`src/rtl/dds_pkg.sv`:
```
package dds_pkg;
  localparam int SMP_W   = 5;
  localparam int OUT_W   = 4;
  localparam int IDX_W   = 4;
  localparam int LFSR_W  = 16;
  localparam int LANES   = 2;
  localparam logic [SMP_W-1:0] MID_SMP = 5'd16;
  localparam logic [OUT_W-1:0] MID_OUT = 4'd8;
  localparam logic [OUT_W-1:0] OUT_MAX = {OUT_W{1'b1}};
  localparam logic [LFSR_W-1:0] TAP_MASK = 16'hB400;

  // quarter-wave magnitudes, amplitude 15
  function automatic logic [SMP_W-1:0] quarter_mag(input logic [2:0] j);
    case (j)
      3'd0:    return 5'd0;
      3'd1:    return 5'd6;
      3'd2:    return 5'd11;
      3'd3:    return 5'd14;
      default: return 5'd15;
    endcase
  endfunction

  function automatic logic [LFSR_W-1:0] lfsr_next(input logic [LFSR_W-1:0] s);
    return {s[LFSR_W-2:0], ^(s & TAP_MASK)};
  endfunction
endpackage

```
`src/rtl/dds_phase_acc.sv`:
```
module dds_phase_acc
  import dds_pkg::*;
#(
  parameter int PHASE_W = 48
) (
  input  logic               clk,
  input  logic               rst,
  input  logic [PHASE_W-1:0] ftw,
  output logic [IDX_W-1:0]   idx_now,
  output logic [IDX_W-1:0]   idx_mid
);
  localparam int TOP = PHASE_W - 1;
  localparam int LOW = PHASE_W - IDX_W;

  logic [PHASE_W-1:0] phase_q;
  logic [PHASE_W-1:0] phase_mid;

  always_ff @(posedge clk) begin
    if (rst) phase_q <= '0;
    else     phase_q <= phase_q + ftw;
  end

  assign phase_mid = phase_q + (ftw >> 1);
  assign idx_now   = phase_q[TOP:LOW];
  assign idx_mid   = phase_mid[TOP:LOW];
endmodule

```
`src/rtl/dds_sine_rom.sv`:
```
module dds_sine_rom
  import dds_pkg::*;
(
  input  logic [IDX_W-1:0] idx,
  output logic [SMP_W-1:0] smp
);
  logic [2:0]       in_half;
  logic [2:0]       fold;
  logic [SMP_W-1:0] mag;

  always_comb begin
    in_half = idx[2:0];
    fold    = (idx[2:0] > 3'd4) ? 3'(4'd8 - {1'b0, idx[2:0]}) : in_half;
    mag     = quarter_mag(fold);
    smp     = idx[3] ? (MID_SMP - mag) : (MID_SMP + mag);
  end
endmodule

```
`src/rtl/dds_dither_lfsr.sv`:
```
module dds_dither_lfsr
  import dds_pkg::*;
#(
  parameter logic [LFSR_W-1:0] SEED = 16'hACE1
) (
  input  logic             clk,
  input  logic             rst,
  output logic [LANES-1:0] dbit
);
  logic [LFSR_W-1:0] state_q;
  logic [LFSR_W-1:0] chain [LANES+1];

  assign chain[0] = state_q;

  for (genvar g = 0; g < LANES; g++) begin : g_step
    assign chain[g+1] = lfsr_next(chain[g]);
    assign dbit[g]    = chain[g+1][0];
  end

  always_ff @(posedge clk) begin
    if (rst) state_q <= SEED;
    else     state_q <= chain[LANES];
  end
endmodule

```
`src/rtl/dds_dither_lane.sv`:
```
module dds_dither_lane
  import dds_pkg::*;
(
  input  logic [SMP_W-1:0] smp,
  input  logic             dbit,
  output logic [OUT_W-1:0] word
);
  logic [SMP_W:0] sum;

  always_comb begin
    sum  = {1'b0, smp} + {{SMP_W{1'b0}}, dbit};
    word = sum[SMP_W] ? OUT_MAX : sum[SMP_W-1:1];
  end
endmodule

```
`src/rtl/dithered_sine_dds.sv`:
```
module dithered_sine_dds
  import dds_pkg::*;
#(
  parameter int                PHASE_W = 48,
  parameter logic [LFSR_W-1:0] SEED    = 16'hACE1
) (
  input  logic               clk,
  input  logic               rst,
  input  logic [PHASE_W-1:0] ftw,
  output logic [OUT_W-1:0]   samp_rise,
  output logic [OUT_W-1:0]   samp_fall
);
  logic [IDX_W-1:0] lane_idx  [LANES];
  logic [SMP_W-1:0] lane_smp  [LANES];
  logic [OUT_W-1:0] lane_word [LANES];
  logic [LANES-1:0] lane_dbit;
  logic [OUT_W-1:0] word_q    [LANES];

  dds_phase_acc #(.PHASE_W(PHASE_W)) u_acc (
    .clk     (clk),
    .rst     (rst),
    .ftw     (ftw),
    .idx_now (lane_idx[0]),
    .idx_mid (lane_idx[1])
  );

  dds_dither_lfsr #(.SEED(SEED)) u_lfsr (
    .clk  (clk),
    .rst  (rst),
    .dbit (lane_dbit)
  );

  for (genvar g = 0; g < LANES; g++) begin : g_lane
    dds_sine_rom u_rom (
      .idx (lane_idx[g]),
      .smp (lane_smp[g])
    );
    dds_dither_lane u_dith (
      .smp  (lane_smp[g]),
      .dbit (lane_dbit[g]),
      .word (lane_word[g])
    );
    always_ff @(posedge clk) begin
      if (rst) word_q[g] <= MID_OUT;
      else     word_q[g] <= lane_word[g];
    end
  end

  assign samp_rise = word_q[0];
  assign samp_fall = word_q[1];
endmodule

```
`config.mk`:
```
export PLATFORM = sky130hd
export DESIGN_NAME = dithered_sine_dds
export DESIGN_NICKNAME = d
export VERILOG_FILES = /design/src/rtl/dds_pkg.sv /design/src/rtl/dds_phase_acc.sv /design/src/rtl/dds_sine_rom.sv /design/src/rtl/dds_dither_lfsr.sv /design/src/rtl/dds_dither_lane.sv /design/src/rtl/dithered_sine_dds.sv
export SDC_FILE = /design/constraint.sdc
export NUM_CORES = 1
export LEC_CHECK = 0
export BUFFER_PORTS_ARGS = -buffer_cell sky130_fd_sc_hd__buf_2
export CAP_MARGIN = 15
export CORE_MARGIN = 10
export CORE_UTILIZATION = 35
export CTS_CLUSTER_DIAMETER = 200
export DETAILED_ROUTE_END_ITERATION = 12
export MAX_ROUTING_LAYER = met4
export PLACE_DENSITY_LB_ADDON = 0.2
export SYNTH_ARGS = -nofsm -noshare
export SYNTH_HDL_FRONTEND = slang
export SYNTH_SLANG_ARGS = --single-unit
```
`constraint.sdc`:
```
create_clock -name clk -period 10.3 [get_ports clk]
set_input_delay 2.06 -clock clk [delete_from_list [all_inputs] [get_ports clk]]
set_output_delay 2.06 -clock clk [all_outputs]
set_load 0.01 [all_outputs]
```
=== After elaboration in Yosys (flattened, before gate mapping) ===
Memories as Yosys holds them, arrays and structs flattened.
Cells that the tools add are included.

* Memories: 1
* Bits in registers: 64
* Output and inout bits: 8
* RAM bits: 8
* Input bits: 50

* Reductions and logical operators: 4
* $lt $le $gt $ge: 2
* Add/subtract/negate cells: 10
* Bitwise operators: 2
* Muxes and demuxes: 13
* Eq/ne operators: 6

{| class="wikitable"
|+ Memory list
! memory !! depth !! bits a word !! read ports !! clocked after Yosys merged registers in !! wr ports !! line !! text
|-
| word_q || 2 || 4 || 2 || 0 || 2 || dithered_sine_dds.sv:17 || <nowiki>logic [OUT_W-1:0] word_q [LANES];</nowiki>
|}

{| class="wikitable"
|+ Operator list
! operator !! number
|-
| 48-bit by 47-bit adder with 48-bit output || 1
|-
| 48-bit adder || 1
|-
| 4-bit case mux with 4 select lines || 2
|-
| 16-bit parity || 2
|-
| 4-bit two-way mux || 4
|-
| 5-bit by 1-bit adder with 6-bit output || 2
|-
| 3-bit by 2-bit equality test with 1-bit output, second input constant || 4
|-
| 5-bit by 4-bit adder with 5-bit output, first input constant || 2
|-
| 5-bit two-way mux || 2
|-
| 5-bit by 4-bit subtractor with 5-bit output, first input constant || 2
|-
| 3-bit by 1-bit equality test with 1-bit output, second input constant || 2
|-
| 3-bit greater-than comparator, second input constant || 2
|-
| 3-bit zero test || 2
|-
| 3-bit two-way mux || 2
|-
| 1-bit by 3-bit subtractor with 3-bit output, first input constant || 2
|-
| 1-bit two-way mux || 3
|-
| 1-bit bitwise OR || 2
|}

=== Logic depth before layout (Yosys ltp) ===
Gate-level depths: netlist of run 1.

* Depth after elaboration: 10
* Depth in mapped cells: 15

=== By module ===
A second synthesis of run 1 with hierarchy kept.

* Cells, all modules: 842
* Area total of the unflattened synthesis: 6857.8 um^2

{| class="wikitable"
|+ Modules (own cells, without submodules)
! module !! area each (um^2) !! cells each !! instances
|-
| dds_phase_acc || 5654.2 || 716 || 1
|-
| dds_dither_lfsr || 476.7 || 39 || 1
|-
| dithered_sine_dds || 210.2 || 16 || 1
|-
| dds_dither_lane || 97.6 || 12 || 2
|-
| dds_sine_rom (g_lane[0].u_rom) || 168.9 || 23 || 1
|-
| dds_sine_rom (g_lane[1].u_rom) || 152.6 || 24 || 1
|}

=== Worst setup path after synthesis of run 1 ===
No wires, ideal clock.

* Path type: input-to-reg
* Start point: input ftw[25]
* End point: memory word_q[1][3]
* Setup slack: 5.214 ns
* Setup time: 0.134 ns
* Arrival time: 4.952 ns
* Path buffers: 0
* Stages on the path: 15
* Path through: ha_1 -> a211oi_1 -> o31ai_1 -> o21bai_1 -> a211oi_1 -> a21o_1 -> nand2_1 -> xnor2_2 -> ha_1 -> and3_1 -> a21oi_1 -> a22oi_1 -> ha_1 -> nor4b_1 -> a31oi_1

{| class="wikitable"
|+ RTL lines
! what !! line !! text
|-
| start: declaration || dithered_sine_dds.sv:9 || <nowiki>input logic [PHASE_W-1:0] ftw,</nowiki>
|-
| end: declaration || dithered_sine_dds.sv:17 ||
|}

==> flow_metrics.env, run 1 <==
export IMPL_initial_utilization_pct=35.9
export IMPL_m1WireLength_um=8490
export IMPL_cts_tree="built"
export IMPL_slew_headroom_pct=42.7
export IMPL_diodes=0
export IMPL_clock_path_buffers=2
export IMPL_fmax_mhz=186
export IMPL_cts_inserted_buffers=9
export IMPL_critical_path_endpoint_type="register"
export IMPL_dp_hpwl_um=13100
export IMPL_synth_warnings=0
export IMPL_grt_max_degree=80
export IMPL_final_antenna_net_count=0
export IMPL_finalMaxSlewViolations=0
export IMPL_numPortBuffers=57
export IMPL_track_usage_pct=14.2
export IMPL_syn_nets=949
export IMPL_final_common_cell="ha_1"
export IMPL_setup_violations=0
export IMPL_maxCapViolCount=0
export IMPL_io_pins=58
export IMPL_power_density_nw_per_um2=324
export IMPL_gp_congestion=0.842
export IMPL_core_um2=18100
export IMPL_std_cell_rows=49
export IMPL_synth_avg_cell_area_um2=8.17
export IMPL_postCtsSetupBuffers=0
export IMPL_antenna_found_initial=0
export IMPL_syn_cell_area_um2=6490
export IMPL_syn_to_final_growth_pct=12.9
export IMPL_path_max_fanout=10
export IMPL_final_setup_worst_slack_ps=4920
export IMPL_via_per_inst=5.38
export IMPL_cts_num_sinks=72
export IMPL_synth_edff_count=0
export IMPL_worstMarginPinSlew_ps=860
export IMPL_start_kind="primary input"
export IMPL_drt_wl_total_um=16500
export IMPL_period_share_pct=52.2
export IMPL_dieArea_um2=24400
export IMPL_critPathRequiredTime_ps=10570
export IMPL_drc=0
export IMPL_grt_pass1_wl_um=27900
export IMPL_ys_ff_latch=72
export IMPL_nNetsFinal=1000
export IMPL_drive_above_1_share_pct=12.3
export IMPL_arrival_ps=5650
export IMPL_setup_tns_ps=0
export IMPL_clk_latency_ps=350
export IMPL_skew_ps=6.91
export IMPL_final_cell_mix="ha_1, nor2_1, dfxtp_1"
export IMPL_htree_num_levels=3
export IMPL_cts_hold_buf=0
export IMPL_num_vias=5808
export IMPL_finalHoldViolations=0
export IMPL_status="complete, no violations"
export IMPL_synth_async_reset_ratio_pct=0
export IMPL_power_mw=2.38
export IMPL_min_period_ps=5380
export IMPL_drt_iter0_markers=211
export IMPL_wl_met3_um=334
export IMPL_cts_resized_gates=0
export IMPL_hold_path_class="register to register"
export IMPL_dp_cells=1064
export IMPL_path_clk_slew_ps=60
export IMPL_highest_layer="met4"
export IMPL_grt_pass1_vias=5788
export IMPL_ir_worst_vdd_v=0.0000990
export IMPL_die_x_um=156
export IMPL_synthCells=795
export IMPL_final_cells=1080
export IMPL_wl_per_cell_um=15.3
export IMPL_gr_total_overflow=0
export IMPL_worstSetupPathType="primary input to register"
export IMPL_dieHeight_um=156
export IMPL_rsz0062_at_grt="false"
export IMPL_utilization_pct=40.5
export IMPL_ys_flop_type="dfxtp_1"
export IMPL_yosys_cell_types_count=66
export IMPL_dr_wl_met2_um=7490
export IMPL_seq_area_frac_synth_pct=22.2
export IMPL_pre_cts_ws_ps=4580
export IMPL_cts_root_buf="clkbuf_16"
export IMPL_leakagePower_nw=3.46
export IMPL_firstDrtPassIters=4
## cell usage after synthesis (3+ instances only)
cell,number,area (um^2)
a221oi_1,3,26.3
and4_1,5,43.8
a221o_1,4,40.0
a211oi_1,21,158
a22oi_1,3,22.5
and3_1,9,56.3
a211o_1,3,26.3
o21bai_1,9,67.6
o2111ai_1,4,35.0
or2_2,7,43.8
nand2b_1,6,37.5
nor4_1,6,37.5
o211ai_1,6,45.0
buf_1,3,11.3
nor2_1,83,312
inv_1,28,105
nor3_1,22,110
o21ai_1,5,25.0
a21boi_0,3,22.5
mux2_2,7,78.8
nand4_1,19,119
xor2_1,20,175
a21oi_1,62,310
nor2b_1,30,188
o21ai_0,37,185
o21a_1,14,105
a31oi_1,7,43.8
a21o_1,48,360
ha_1,103,1290
a41oi_1,3,26.3
and2_1,7,43.8
nand3_1,18,90.1
nand2_1,40,150
clkbuf_1,15,56.3
o31ai_1,5,37.5
xnor2_1,24,210
dfxtp_1,72,1440
## sequential cells by signal, indices dropped and copies added, names as in the netlist
register,flops
u_acc.phase_q,48
u_lfsr.state_q,16
word_q,8
## layout make-up
type / count / area, um^2
fillers: 1849 / 10800
multi-input cells: 677 / 4880
flip-flops and latches: 72 / 1440
repair buffers: 58 / 293
well taps: 229 / 287
clock buffers: 9 / 225
inverters: 28 / 105
clock inverters: 7 / 103
## metal layers
metal	track usage [%]	up-vias
met5	-	-
met2	22.6	57
met1	18.3	2658
li1	-	3079
met4	3.96	0
met3	2.18	14
## worst max-delay path, stage by stage
cell and delay (ps):
buf_2 110, ha_1 320, a21oi_1 150, o21ai_0 230, a21o_1 220, a211oi_1 320, a21o_1 160, nand2_1 120
xnor2_2 410, ha_1 390, nor2b_1 100, a2111oi_2 460, o21ai_1 230, and4b_1 230, nor3_2 130
## stage by stage
step | hold WS [ps] | instance area [um^2]
global route | 420 | 7330
floorplan | 389 | 6490
CTS | 409 | 7330
detailed placement | 393 | 7000
global placement | 391 | 7000
finish | 408 | 7330
## cells by family after synthesis
family,Yosys count,share of synthesized area (%)
compound gates,259,27.1
simple gates,260,20.1
flops,72,22.2
buf+inv,46,2.66
xor+xnor,45,6.19
mux,9,1.60
fa+ha+maj,104,20.2
## final timing paths
kind	from	endpoint	slack, ps	cells past startpoint
worst max-delay path	ftw[17]	word_q[1][1]$_SDFF_PP0_	4920	15
worst min-delay path	u_lfsr.state_q[4]$_SDFF_PP0_	u_lfsr.state_q[6]$_SDFF_PP1_	410	1
worst max register to register	u_acc.phase_q[16]$_SDFF_PP0_	word_q[1][1]$_SDFF_PP0_	6430	14
worst min register to register	u_lfsr.state_q[4]$_SDFF_PP0_	u_lfsr.state_q[6]$_SDFF_PP1_	410	1
## report_power, final
part | total (mW) | switching (mW) | internal [mW]
Combinational | 1.57 | 0.890 | 0.679
Sequential | 0.453 | 0.0681 | 0.385
Clock | 0.354 | 0.138 | 0.216
Total | 2.38 | 1.10 | 1.28
No activity file was read; power rests on OpenSTA's default activity.
==> inputs of run 2 (changes only) <==
==> constraint.sdc (replaced) <==
create_clock -name clk -period 4.45 [get_ports clk]
set_input_delay 0.89 -clock clk [delete_from_list [all_inputs] [get_ports clk]]
set_output_delay 0.89 -clock clk [all_outputs]
set_load 0.01 [all_outputs]
==> run 2 against run 1 <==
Net effect: routed wire length barely moved; count of clock-buffer cells in the layout did not move; first-iteration DRC count fell by 19%; clock power rose by 130%; non-clock buffer count rose by 9; global-route usage fell by 0.088 points; die area did not move; final cell count rose by 0.83%; via count rose by 1.1%; clock skew rose by 1.9 ps; register-to-register slack got worse by 5700 ps; largest cell class unchanged.
==> flow_metrics.env, run 2 (synthesis gave the netlist of run 1 again) <==
export IMPL_status="complete, no violations"
export IMPL_dieArea_um2=24400
export IMPL_grt_max_degree=36
export IMPL_drc=0
export IMPL_power_mw=5.57
export IMPL_power_density_nw_per_um2=753
export IMPL_setup_tns_ps=0
export IMPL_r2r_end="word_q[1][3]$_SDFF_PP1_"
export IMPL_antenna_found_initial=0
export IMPL_dp_cells=1072
export IMPL_cts_inserted_buffers=9
export IMPL_finalHoldViolations=0
export IMPL_track_usage_pct=14.1
export IMPL_start_kind="primary input"
export IMPL_gr_usage_met2_pct=22.5
export IMPL_holdPathEnd="u_lfsr.state_q[5]$_SDFF_PP1_"
export IMPL_maxCapViolCount=0
export IMPL_reg_largest_list="u_acc.phase_q (48), u_lfsr.state_q (16), word_q (8)"
export IMPL_critical_path_endpoint_type="register"
export IMPL_std_cell_rows=49
export IMPL_min_period_ps=4080
export IMPL_grt_busiest_layer="met2"
export IMPL_io_pins=58
export IMPL_initial_utilization_pct=35.9
export IMPL_total_switching_power_mw=2.54
export IMPL_worstMarginPinSlew_ps=623
export IMPL_final_cell_mix="ha_1, nor2_1, dfxtp_1"
export IMPL_num_vias=5874
export IMPL_min_delay_start="u_lfsr.state_q[3]$_SDFF_PP0_"
export IMPL_clk_latency_ps=350
export IMPL_htree_num_levels=3
export IMPL_r2r_start="u_acc.phase_q[18]$_SDFF_PP0_"
export IMPL_reg2reg_depth=16
export IMPL_r2r_slack_ps=700
export IMPL_rsz0062_at_grt="false"
export IMPL_fmax_mhz=245
export IMPL_syn_to_final_growth_pct=14.0
export IMPL_cts_root_buf="clkbuf_16"
export IMPL_ir_worst_vdd_v=0.000241
export IMPL_top_register="u_acc.phase_q"
export IMPL_grt_pass1_vias=5703
export IMPL_critPathRequiredTime_ps=4670
export IMPL_die_x_um=156
export IMPL_setup_violations=0
export IMPL_dieHeight_um=156
export IMPL_wl_per_cell_um=15.2
export IMPL_cts_hold_buf=0
export IMPL_grt_pass1_wl_um=27700
export IMPL_numPortBuffers=57
export IMPL_worstSetupPathType="primary input to register"
export IMPL_cts_tree="built"
export IMPL_pwr_share_clk_pct=14.6
export IMPL_min_path_cells=1
export IMPL_power_frac_seq_pct=19.1
export IMPL_drt_wl_total_um=16500
export IMPL_skew_ps=8.85
export IMPL_use_met1_pct=17.6
export IMPL_final_cells=1089
export IMPL_arrival_ps=4300
export IMPL_slew_headroom_pct=58.0
export IMPL_final_antenna_net_count=0
export IMPL_comb_power_share_pct=66.4
export IMPL_final_common_cell="ha_1"
export IMPL_nNetsFinal=1009
export IMPL_hold_path_class="register to register"
export IMPL_finalMaxSlewViolations=0
export IMPL_sw_frac_of_total_pct=45.6
export IMPL_largest_reg_flops=48
export IMPL_dp_hpwl_um=13400
export IMPL_core_um2=18100
export IMPL_drt_iter0_markers=171
export IMPL_period_share_pct=91.8
export IMPL_firstDrtPassIters=4
export IMPL_intPower_mw=3.03
export IMPL_fin_hold_ws_ps=410
export IMPL_path_max_fanout=5
export IMPL_clock_path_buffers=2
export IMPL_leakagePower_nw=3.50
export IMPL_drive_above_1_share_pct=13.3
export IMPL_via_per_inst=5.39
export IMPL_gr_total_overflow=0
export IMPL_met3_usage_pct=2.98
export IMPL_diodes=0
export IMPL_path_clk_slew_ps=60
export IMPL_gp_congestion=0.903
export IMPL_cts_num_sinks=72
-- run 2: critical path, stage by stage --
cell	delay, ps
buf_2	110
ha_1	340
a21oi_1	150
o21ai_0	250
a21o_1	240
a211oi_1	330
a21o_1	170
nand2_1	130
xnor2_2	300
ha_1	230
and3_1	240
a21oi_1	90
a22oi_1	230
ha_1	250
nor4b_1	240
a31oi_1	110
-- run 2: repair_timing --
action,CTS,global route
resized for setup,0,0
buffers inserted,0,1
endpoints found under the setup margin,0,1
-- run 2: metrics by stage --
step | util [%] | setup WS, ps | instance area (um^2)
floorplan | - | 534 | 6490
global placement | 39.1 | 98.3 | 7060
detailed placement | 39.1 | 72.4 | 7060
CTS | 40.9 | 425 | 7390
global route | 40.9 | 66.0 | 7400
finish | 40.9 | 365 | 7400
-- run 2: worst max-delay path by stage --
stage / cells past startpoint / to / slack [ps] / start
after floorplan: 15 / word_q[1][3]$_SDFF_PP1_ / 530 / ftw[25]
after global placement: 16 / word_q[1][3]$_SDFF_PP1_ / 100 / ftw[19]
after detailed placement: 16 / word_q[1][3]$_SDFF_PP1_ / 70 / ftw[19]
after CTS: 16 / word_q[1][3]$_SDFF_PP1_ / 430 / ftw[19]
after global routing: 15 / word_q[1][1]$_SDFF_PP0_ / 70 / ftw[19]
final: 16 / word_q[1][3]$_SDFF_PP1_ / 370 / ftw[19]
-- run 2: metal layers --
layer | wire length, um | vias up | part of all wire (%)
met2 | 7480 | 91 | 45
met1 | 8230 | 2665 | 50
met4 | 247 | 0 | 1.5
li1 | - | 3100 | -
met3 | 560 | 18 | 3.4
met5 | 0 | - | 0
-- run 2: power by group through the flow --
stage | Clock (mW) | Sequential, mW | Combinational (mW)
after floorplan | 0 | 1.02 | 2.91
after global placement | 0 | 1.08 | 3.68
after detailed placement | 0 | 1.08 | 3.65
after CTS | 0.840 | 1.06 | 3.68
after global routing | 0.868 | 1.09 | 4.23
final | 0.811 | 1.06 | 3.70
-- run 2: cell type report --
cell class / instances / area (um^2)
repair buffers: 67 / 360
fillers: 1842 / 10700
inverters: 28 / 105
well taps: 229 / 287
clock inverters: 7 / 103
flip-flops and latches: 72 / 1440
clock buffers: 9 / 225
multi-input cells: 677 / 4880
